**config.mk**
```make
export PLATFORM = sky130hd
export DESIGN_NAME = tmr16_periph
export DESIGN_NICKNAME = d
export VERILOG_FILES = /design/src/rtl/tmr16_pkg.sv /design/src/rtl/tmr16_src.sv /design/src/rtl/tmr16_presc.sv /design/src/rtl/tmr16_count.sv /design/src/rtl/tmr16_periph.sv
export SDC_FILE = /design/constraint.sdc
export NUM_CORES = 1
export LEC_CHECK = 0
export BUFFER_PORTS_ARGS = -buffer_cell sky130_fd_sc_hd__buf_2
export CORE_MARGIN = 2
export CORE_UTILIZATION = 35
export CTS_BUF_LIST = sky130_fd_sc_hd__clkbuf_2
export DETAILED_ROUTE_END_ITERATION = 8
export PLACE_DENSITY_LB_ADDON = 0.3
export RECOVER_POWER = 50
export SETUP_SLACK_MARGIN = 0.5
export SLEW_MARGIN = 20
export SYNTH_ARGS = -nofsm -noshare
export SYNTH_HDL_FRONTEND = slang
export SYNTH_SLANG_ARGS = --single-unit
```
**constraint.sdc**
```tcl
create_clock -name clk -period 3.7 [get_ports clk]
set_clock_uncertainty 0.2 [all_clocks]
set_input_delay 0.37 -clock clk [delete_from_list [all_inputs] [get_ports clk]]
set_output_delay 0.37 -clock clk [all_outputs]
set_load 0.005 [all_outputs]
```
**src/rtl/tmr16_pkg.sv**
```systemverilog
package tmr16_pkg;

  typedef enum logic [1:0] {
    REG_CTL = 2'd0,
    REG_LO  = 2'd1,
    REG_HI  = 2'd2,
    REG_NONE = 2'd3
  } reg_sel_e;

  localparam int CB_RUN   = 0;
  localparam int CB_EXT   = 1;
  localparam int CB_NOSYN = 2;
  localparam int CB_TB1   = 3;
  localparam int CB_PS_LO = 4;
  localparam int CB_PS_HI = 5;
  localparam int CB_TB2   = 6;
  localparam int CB_WORD  = 7;

  function automatic logic [1:0] route_code(input logic [7:0] ctl);
    return {ctl[CB_TB2], ctl[CB_TB1]};
  endfunction

  function automatic logic [1:0] ps_code(input logic [7:0] ctl);
    return {ctl[CB_PS_HI], ctl[CB_PS_LO]};
  endfunction

endpackage

```
**src/rtl/tmr16_src.sv**
```systemverilog
module tmr16_src #(
  parameter int INT_DIV     = 4,
  parameter int SYNC_STAGES = 2
) (
  input  logic clk,
  input  logic rst_n,
  input  logic ext_clk,
  input  logic src_ext,
  input  logic sync_bypass,
  output logic src_tick
);
  localparam int DW = (INT_DIV > 1) ? $clog2(INT_DIV) : 1;

  logic [DW-1:0] div_q;
  logic          int_tick;
  logic [SYNC_STAGES-1:0] sync_q;
  logic          ext_sel;
  logic          ext_prev;
  logic          ext_rise;
  logic          ext_fall;
  logic          armed_q;

  // free-running quarter-rate tick
  always_ff @(posedge clk or negedge rst_n) begin
    if (!rst_n) div_q <= '0;
    else if (div_q == DW'(INT_DIV - 1)) div_q <= '0;
    else div_q <= div_q + 1'b1;
  end
  assign int_tick = (div_q == DW'(INT_DIV - 1));

  // synchroniser chain
  generate
    for (genvar g = 0; g < SYNC_STAGES; g++) begin : g_sync
      if (g == 0) begin : g_first
        always_ff @(posedge clk or negedge rst_n) begin
          if (!rst_n) sync_q[0] <= 1'b0;
          else sync_q[0] <= ext_clk;
        end
      end else begin : g_next
        always_ff @(posedge clk or negedge rst_n) begin
          if (!rst_n) sync_q[g] <= 1'b0;
          else sync_q[g] <= sync_q[g-1];
        end
      end
    end
  endgenerate

  assign ext_sel = sync_bypass ? ext_clk : sync_q[SYNC_STAGES-1];

  always_ff @(posedge clk or negedge rst_n) begin
    if (!rst_n) ext_prev <= 1'b0;
    else ext_prev <= ext_sel;
  end

  assign ext_rise = ext_sel & ~ext_prev;
  assign ext_fall = ~ext_sel & ext_prev;

  // a falling edge must be seen after entering external mode
  always_ff @(posedge clk or negedge rst_n) begin
    if (!rst_n) armed_q <= 1'b0;
    else if (!src_ext) armed_q <= 1'b0;
    else if (ext_fall) armed_q <= 1'b1;
  end

  assign src_tick = src_ext ? (ext_rise & armed_q) : int_tick;

endmodule

```
**src/rtl/tmr16_presc.sv**
```systemverilog
module tmr16_presc #(
  parameter int PS_SEL_W = 2
) (
  input  logic                clk,
  input  logic                rst_n,
  input  logic                evt_in,
  input  logic [PS_SEL_W-1:0] ps_sel,
  input  logic                clr,
  output logic                inc
);
  localparam int PCW = (1 << PS_SEL_W) - 1;

  logic [PCW-1:0] pcnt_q;
  logic [PCW-1:0] limit;
  logic           at_limit;

  assign limit    = (PCW'(1) << ps_sel) - PCW'(1);
  assign at_limit = (pcnt_q == limit);
  assign inc      = evt_in & at_limit & ~clr;

  always_ff @(posedge clk or negedge rst_n) begin
    if (!rst_n) pcnt_q <= '0;
    else if (clr) pcnt_q <= '0;
    else if (evt_in) pcnt_q <= at_limit ? '0 : pcnt_q + 1'b1;
  end

endmodule

```
**src/rtl/tmr16_count.sv**
```systemverilog
module tmr16_count #(
  parameter int BYTE_W = 8
) (
  input  logic              clk,
  input  logic              rst_n,
  input  logic              word_mode,
  input  logic              wr_lo,
  input  logic              wr_hi,
  input  logic              rd_lo,
  input  logic [BYTE_W-1:0] wdata,
  input  logic              evt_clear,
  input  logic              inc,
  input  logic              irq_ack,
  output logic [2*BYTE_W-1:0] cnt_q,
  output logic [BYTE_W-1:0] hbuf_q,
  output logic              cnt_wr,
  output logic              ovf_evt,
  output logic              irq_flag
);
  localparam int CW = 2 * BYTE_W;

  logic [CW-1:0] cnt_d;

  assign cnt_wr  = wr_lo | (wr_hi & ~word_mode);
  assign ovf_evt = inc & (cnt_q == {CW{1'b1}}) & ~evt_clear & ~cnt_wr;

  always_comb begin
    cnt_d = cnt_q;
    if (evt_clear) cnt_d = '0;
    else if (wr_lo) cnt_d = word_mode ? {hbuf_q, wdata} : {cnt_q[CW-1:BYTE_W], wdata};
    else if (wr_hi && !word_mode) cnt_d = {wdata, cnt_q[BYTE_W-1:0]};
    else if (inc) cnt_d = cnt_q + 1'b1;
  end

  always_ff @(posedge clk or negedge rst_n) begin
    if (!rst_n) cnt_q <= '0;
    else cnt_q <= cnt_d;
  end

  always_ff @(posedge clk or negedge rst_n) begin
    if (!rst_n) hbuf_q <= '0;
    else if (word_mode && wr_hi) hbuf_q <= wdata;
    else if (word_mode && rd_lo) hbuf_q <= cnt_q[CW-1:BYTE_W];
  end

  always_ff @(posedge clk or negedge rst_n) begin
    if (!rst_n) irq_flag <= 1'b0;
    else if (ovf_evt) irq_flag <= 1'b1;
    else if (irq_ack) irq_flag <= 1'b0;
  end

endmodule

```
**src/rtl/tmr16_periph.sv**
```systemverilog
module tmr16_periph
  import tmr16_pkg::*;
#(
  parameter int INT_DIV     = 4,
  parameter int SYNC_STAGES = 2
) (
  input  logic       clk,
  input  logic       rst_n,
  input  logic       wr_en,
  input  logic       rd_en,
  input  logic [1:0] addr,
  input  logic [7:0] wdata,
  output logic [7:0] rdata,
  input  logic       ext_clk,
  input  logic       evt_clear,
  input  logic       irq_ack,
  output logic       irq_flag,
  output logic [1:0] tb_sel
);
  localparam int BYTE_W = 8;
  localparam int CNT_W  = 2 * BYTE_W;

  logic [7:0]       ctl_q;
  logic             wr_ctl, wr_lo, wr_hi, rd_lo;
  logic             presc_clr;
  logic             run;
  logic             src_tick;
  logic             cnt_evt;
  logic             inc_pulse;
  logic [CNT_W-1:0] cnt_q;
  logic [BYTE_W-1:0] hbuf_q;
  logic             cnt_wr;
  logic             ovf_evt;
  logic             word_mode;

  assign wr_ctl    = wr_en & (addr == REG_CTL);
  assign wr_lo     = wr_en & (addr == REG_LO);
  assign wr_hi     = wr_en & (addr == REG_HI);
  assign rd_lo     = rd_en & (addr == REG_LO);
  assign presc_clr = wr_ctl | wr_lo | wr_hi;
  assign run       = ctl_q[CB_RUN];
  assign word_mode = ctl_q[CB_WORD];

  always_ff @(posedge clk or negedge rst_n) begin
    if (!rst_n) ctl_q <= '0;
    else if (wr_ctl) ctl_q <= wdata;
  end

  tmr16_src #(
    .INT_DIV     (INT_DIV),
    .SYNC_STAGES (SYNC_STAGES)
  ) u_src (
    .clk         (clk),
    .rst_n       (rst_n),
    .ext_clk     (ext_clk),
    .src_ext     (ctl_q[CB_EXT]),
    .sync_bypass (ctl_q[CB_NOSYN]),
    .src_tick    (src_tick)
  );

  assign cnt_evt = run & src_tick;

  tmr16_presc #(
    .PS_SEL_W (2)
  ) u_presc (
    .clk    (clk),
    .rst_n  (rst_n),
    .evt_in (cnt_evt),
    .ps_sel (ps_code(ctl_q)),
    .clr    (presc_clr),
    .inc    (inc_pulse)
  );

  tmr16_count #(
    .BYTE_W (BYTE_W)
  ) u_count (
    .clk       (clk),
    .rst_n     (rst_n),
    .word_mode (word_mode),
    .wr_lo     (wr_lo),
    .wr_hi     (wr_hi),
    .rd_lo     (rd_lo),
    .wdata     (wdata),
    .evt_clear (evt_clear),
    .inc       (inc_pulse),
    .irq_ack   (irq_ack),
    .cnt_q     (cnt_q),
    .hbuf_q    (hbuf_q),
    .cnt_wr    (cnt_wr),
    .ovf_evt   (ovf_evt),
    .irq_flag  (irq_flag)
  );

  always_comb begin
    unique case (addr)
      REG_CTL: rdata = ctl_q;
      REG_LO:  rdata = cnt_q[BYTE_W-1:0];
      REG_HI:  rdata = word_mode ? hbuf_q : cnt_q[CNT_W-1:BYTE_W];
      default: rdata = '0;
    endcase
  end

  assign tb_sel = route_code(ctl_q);

endmodule

```
==> results of run 1 <==
## cells in the mapped netlist (all sizes together) (4+ instances only)
master | instances | area (sq um)
a211oi | 6 | 50.1
a21oi | 24 | 124
a31oi | 4 | 31.3
buf | 16 | 106
clkbuf | 8 | 31.3
dfrtp | 42 | 1050
inv | 11 | 41.3
mux2 | 8 | 90.1
mux2i | 12 | 120
nand2 | 24 | 92.6
nand3 | 12 | 65.1
nand3b | 6 | 45.0
nand4 | 4 | 31.3
nor2 | 31 | 135
nor3 | 9 | 61.3
nor3b | 4 | 35.0
nor4 | 4 | 25.0
o211ai | 6 | 50.1
o21ai | 20 | 100
o22ai | 5 | 31.3
o32ai | 4 | 35.0
## kinds of logic after synthesis
group	share of synthesized area
fa+ha+maj	0.0133
buf+inv	0.0634
simple gates	0.218
mux	0.0744
xor+xnor	0.00931
flops	0.372
compound gates	0.250
## repair_timing
item / in CTS / in global routing
setup buffers: 0 / 0
hold buffers: 3 / 0
hold endpoints to repair: 44 / 0
## per-stage QoR
step / instances / power (mW) / util
floorplan: 311 / 0.820 / -
global placement: 418 / 0.921 / 0.382
detailed placement: 418 / 0.926 / 0.382
CTS: 429 / 1.13 / 0.390
global route: 429 / 1.19 / 0.390
finish: 429 / 1.13 / 0.390
## state kept, by name, summed over array words and instances, names as in the netlist
register,flops
u_src.sync_q,2
u_count.hbuf_q,8
ctl_q,8
u_src.armed_q,1
u_count.cnt_q,16
u_count.irq_flag,1
u_src.ext_prev,1
u_src.div_q,2
u_presc.pcnt_q,3
## final cells by class
class                   instances  area share
clock buffers                   6     0.00991
clock inverters                 2     0.00289
inverters                      11      0.0136
multi-input cells             234       0.526
flip-flops and latches         42       0.347
well taps                     102      0.0421
repair buffers                 32      0.0582
## power groups by stage
stage	Sequential, mW	Clock, mW	Combinational (mW)
after global routing	0.638	0.226	0.331
after CTS	0.625	0.213	0.295
after detailed placement	0.633	0	0.292
final	0.625	0.207	0.295
after floorplan	0.583	0	0.237
after global placement	0.634	0	0.287
## how the worst max path moves through the flow
stage	from	end	slack, ns	cells past startpoint
CTS	ctl_q[7]$_DFFE_PN0P_	rdata[4]	1.03	5
global route	rst_n	u_presc.pcnt_q[1]$_DFFE_PN0P_	0.49	2
finish	rst_n	u_presc.pcnt_q[2]$_DFFE_PN0P_	0.96	2
floorplan	ctl_q[5]$_DFFE_PN0P_	u_count.cnt_q[15]$_DFFE_PN0P_	1.82	7
global placement	addr[1]	u_count.hbuf_q[7]$_DFFE_PN0P_	1.07	5
detailed placement	addr[1]	u_count.hbuf_q[7]$_DFFE_PN0P_	1.02	5
## routing by layer
metal	routed length, um	GRT usage
met5	0	0
met4	190	0.0592
met3	526	0.0369
met2	3800	0.301
met1	3620	0.272
==> results.json, run 1 <==
{
  "reg2reg_to": "u_count.cnt_q[12]$_DFFE_PN0P_",
  "p_int_uw": 713,
  "crit_chain": "dlygate4sd3_1 > clkbuf_1",
  "setup_tns_ns": 0,
  "clkLatencyLatePin_ns": 0.43,
  "p_leak_nw": 1.23,
  "switching_share": 0.367,
  "syn-cell-area_sq_um": 2820,
  "postSynth.asyncResetShare": 1.00,
  "holdPathEnd": "ctl_q[2]$_DFFE_PN0P_",
  "hold_path_depth": 2,
  "cap_violations": 1,
  "finalHoldViolations": 0,
  "worst_slack_ns": 0.958,
  "slowest_stage": "clkbuf_1",
  "worstSetupPathType": "input port to asynchronous set/reset pin",
  "firstDrtPassIters": 5,
  "rrSetupSlack_ns": 1.15,
  "routed_wl_um": 8140,
  "placedInstanceArea_sq_um": 2960,
  "r2r_start": "ctl_q[7]$_DFFE_PN0P_",
  "nNetsFinal": 346,
  "vias_per_cell": 5.96,
  "crit_arrival_ns": 2.62,
  "n_fill_cell": 828,
  "max_freq_ghz": 0.365,
  "synth_cells": 311,
  "grt_antenna_before_repair": 0,
  "grt_pass1_vias": 2407,
  "vdd_drop_max_v": 0.000207,
  "power.share.clock": 0.184,
  "grt_pass1_wl_um": 13000,
  "die_h_um": 93.8,
  "slew_viol_final": 43,
  "hold_class": "input port to flop",
  "numCtsBuffers": 5,
  "clkTransAtPathRegs_ns": 0.23,
  "area_growth_pct": 7.27,
  "finalSetupViolCount": 0,
  "dp_slack_ns": 1.02,
  "cp.buffers_inverters": 2,
  "finalCritPeriodShare": 0.741,
  "rsz0062_at_grt": "no",
  "ys_seq_elements": 42,
  "vias": 2557,
  "holdWs_ns": 0.0223,
  "layout_common_cells": "42 x dfrtp_1, 29 x nor2_1, 24 x buf_2",
  "syn_avg_cell_area_sq_um": 9.08,
  "grt_usage": 0.193,
  "cts.repair.resized": 0,
  "grt_max_degree": 43,
  "ant_nets": 0,
  "slowest_delay_ns": 1.71,
  "start_util": 0.364,
  "rows": 32,
  "final_cell_area_sq_um": 3030,
  "gp_congestion": 0.897,
  "combPwrFrac": 0.262,
  "holdCritStartpoint": "wdata[2]",
  "syn_nets": 331,
  "seq_power_share": 0.554,
  "die_area_sq_um": 8800,
  "cts_buffer_depth": 2,
  "drtIter0Drc": 244,
  "crit_family": "buffers and inverters",
  "synth_flop_cell": "dfrtp_1",
  "max_slew_margin": -0.604,
  "drc_errors": 0,
  "violations": "capacitance limit, slew limit",
  "wl_per_cell_um": 19.0,
  "powerDensity_nw_per_um2": 372,
  "fin_crit_ns": 2.74,
  "cts_sinks": 42,
  "r2r_cells": 5,
  "dieWidth_um": 93.8,
  "worstMarginPinSlew_ns": 2.41,
  "yosysWarnings": 0,
  "layout_commonest_cell": "dfrtp_1",
  "pin_count": 28,
  "cp-start-kind": "input port",
  "status": "finished, violations left",
  "ys_seq_area_frac": 0.372,
  "dp_hpwl_um": 5780,
  "cts_tree": "yes",
  "gr-total-overflow": 0,
  "seq_area_sq_um": 1050,
  "critPathCaptureType": "asynchronous set/reset pin",
  "p_sw_uw": 414,
  "layout-drive-gt1-share": 0.193,
  "cts_max_level": 2,
  "antenna_cells": 0,
  "yosysUniqueCellTypes": 75,
  "multi_input_area_sq_um": 1590,
  "core_region_area_sq_um": 7770,
  "synth-edff-count": 0,
  "worstPathRequired_ns": 3.57,
  "cts-root-buf": "clkbuf_2",
  "path_max_fanout": 42,
  "io_buffers": 27
}
(Power assumes the default switching activity.)
==> run 2: changes to the inputs <==
==> constraint.sdc (replaced) <==
create_clock -name clk -period 2.44 [get_ports clk]
set_clock_uncertainty 0.2 [all_clocks]
set_input_delay 0.244 -clock clk [delete_from_list [all_inputs] [get_ports clk]]
set_output_delay 0.244 -clock clk [all_outputs]
set_load 0.005 [all_outputs]
==> results.json, run 2 (synthesized netlist as in run 1, its figures left out) <==
{
  "die_area_sq_um": 8800,
  "holdPathEnd": "u_count.hbuf_q[7]$_DFFE_PN0P_",
  "finalHoldViolations": 0,
  "firstDrtPassIters": 5,
  "finalCritPeriodShare": 0.886,
  "grt_max_degree": 27,
  "grt_usage": 0.213,
  "io_buffers": 27,
  "hold_path_depth": 3,
  "max_freq_ghz": 0.463,
  "total_power_mw": 2.06,
  "core_region_area_sq_um": 7770,
  "dieWidth_um": 93.8,
  "rows": 32,
  "p_leak_nw": 1.62,
  "cts_sinks": 42,
  "cts_tree": "yes",
  "finalSetupViolCount": 0,
  "dp_hpwl_um": 6140,
  "nNetsFinal": 400,
  "rrSetupSlack_ns": 0.37,
  "hold_class": "input port to flop",
  "grt_pass1_wl_um": 14500,
  "cp.buffers_inverters": 2,
  "slowest_stage": "dfrtp_2",
  "top_register": "u_count.cnt_q",
  "worst_slack_ns": 0.279,
  "ant_nets": 0,
  "numCtsBuffers": 5,
  "powerDensity_nw_per_um2": 537,
  "gr-total-overflow": 0,
  "largest_reg_flops": 16,
  "holdWs_ns": 0.124,
  "crit_chain": "buf_4 > mux2i_4 > a211oi_2 > a21o_1 > buf_2",
  "r2r_cells": 6,
  "path_max_fanout": 6,
  "crit_arrival_ns": 1.72,
  "clkLatencyLatePin_ns": 0.42,
  "layout_common_cells": "38 x dfrtp_1, 33 x buf_4, 26 x nor2_1, 26 x buf_2, 22 x nand2_1",
  "holdCritStartpoint": "rd_en",
  "max_slew_margin": 0.399,
  "vias": 2899,
  "cap_violations": 0,
  "reg2reg_to": "u_count.cnt_q[9]$_DFFE_PN0P_",
  "pin_count": 28,
  "drc_errors": 0,
  "die_h_um": 93.8,
  "wl_per_cell_um": 19.6,
  "worstMarginPinSlew_ns": 0.902,
  "area_growth_pct": 35.9,
  "r2r_start": "ctl_q[2]$_DFFE_PN0P_",
  "cts_max_level": 2,
  "dp_slack_ns": -0.132,
  "grt_antenna_before_repair": 0,
  "worstSetupPathType": "flop to output port",
  "vias_per_cell": 6.00,
  "crit_family": "flip-flops",
  "layout_commonest_cell": "dfrtp_1",
  "final_cell_area_sq_um": 3840,
  "grt_pass1_vias": 2837,
  "gp_congestion": 0.867,
  "cts_buffer_depth": 2,
  "cts-root-buf": "clkbuf_2",
  "clkTransAtPathRegs_ns": 0.22,
  "vdd_drop_max_v": 0.000438,
  "antenna_cells": 0,
  "routed_wl_um": 9440,
  "slowest_delay_ns": 0.50,
  "layout-drive-gt1-share": 0.383,
  "reg_top3": "u_count.cnt_q (16), ctl_q (8), u_count.hbuf_q (8)",
  "start_util": 0.364,
  "status": "finished, final reports clean",
  "cp-start-kind": "flop",
  "worstPathRequired_ns": 2.00,
  "rsz0062_at_grt": "yes",
  "n_fill_cell": 712,
  "placedInstanceArea_sq_um": 3100,
  "slew_viol_final": 0,
  "drtIter0Drc": 208,
  "fin_crit_ns": 2.16,
  "critPathCaptureType": "output port"
}
## run 2: cell types whose count changed in the layout (fill, tap and decap cells not counted), moves of 4 or more
cell,delta
o21ai_0,-14
dfrtp_1,-4
buf_6,+12
dlygate4sd3_1,+8
o21ai_1,+11
buf_4,+31
a211oi_1,-4
dfrtp_2,+4
## run 2: final cells by class
type	count	area [sq um]	share of cell area
well taps	102	128	0.0333
flip-flops and latches	42	1060	0.275
multi-input cells	234	1890	0.492
clock buffers	5	25.0	0.00652
inverters	11	41.3	0.0108
repair buffers	86	656	0.171
clock inverters	3	45.0	0.0117
## run 2: worst max-delay path by stage
| stage | startpoint | to | slack [ns] | cells past startpoint |
|---|---|---|---|---|
| floorplan | ctl_q[5]$_DFFE_PN0P_ | u_count.cnt_q[15]$_DFFE_PN0P_ | 0.56 | 7 |
| global placement | u_presc.pcnt_q[2]$_DFFE_PN0P_ | u_count.cnt_q[4]$_DFFE_PN0P_ | -0.10 | 6 |
| detailed placement | u_presc.pcnt_q[2]$_DFFE_PN0P_ | u_count.cnt_q[4]$_DFFE_PN0P_ | -0.13 | 6 |
| CTS | ctl_q[7]$_DFFE_PN0P_ | rdata[4] | 0.35 | 6 |
| global route | ctl_q[7]$_DFFE_PN0P_ | rdata[5] | 0.23 | 5 |
| finish | ctl_q[7]$_DFFE_PN0P_ | rdata[5] | 0.28 | 5 |
## run 2: what timing repair did
item	4_1_cts	5_1_grt
resized for setup	48	32
pin swaps	20	27
hold buffers	11	0
hold endpoints to repair	64	0
cloned	1	0
setup buffers	22	5
endpoints found under the setup margin	31	29
## run 2: report_power, final
group	switching, mW	internal [mW]
clock network	0.259	0.172
logic	0.342	0.349
registers	0.133	0.804
total	0.735	1.32
## run 2: metrics by stage
stage / cells / utilization / setup TNS, ns
2_1_floorplan: 311 / - / 0
6_report: 483 / 0.494 / 0
4_1_cts: 478 / 0.471 / 0
5_1_grt: 483 / 0.494 / 0
3_3_place_gp: 436 / 0.399 / -0.223
3_5_place_dp: 436 / 0.399 / -0.308
## run 2: routing by layer
metal	part of all wire	vias to the layer above	wire, um	GRT usage
met5	0	-	0	0
met2	0.47	133	4440	0.339
li1	-	1298	-	-
met3	0.056	39	531	0.0337
met4	0.048	0	450	0.0918
met1	0.43	1429	4020	0.287
## run 2: tightest hold or removal path, delay by kind of cell
kind,cells,cell delay (ns)
AOI/OAI and AO/OA,1,0.12
buffers and inverters,1,0.11
and+or+nand+nor,1,0.24
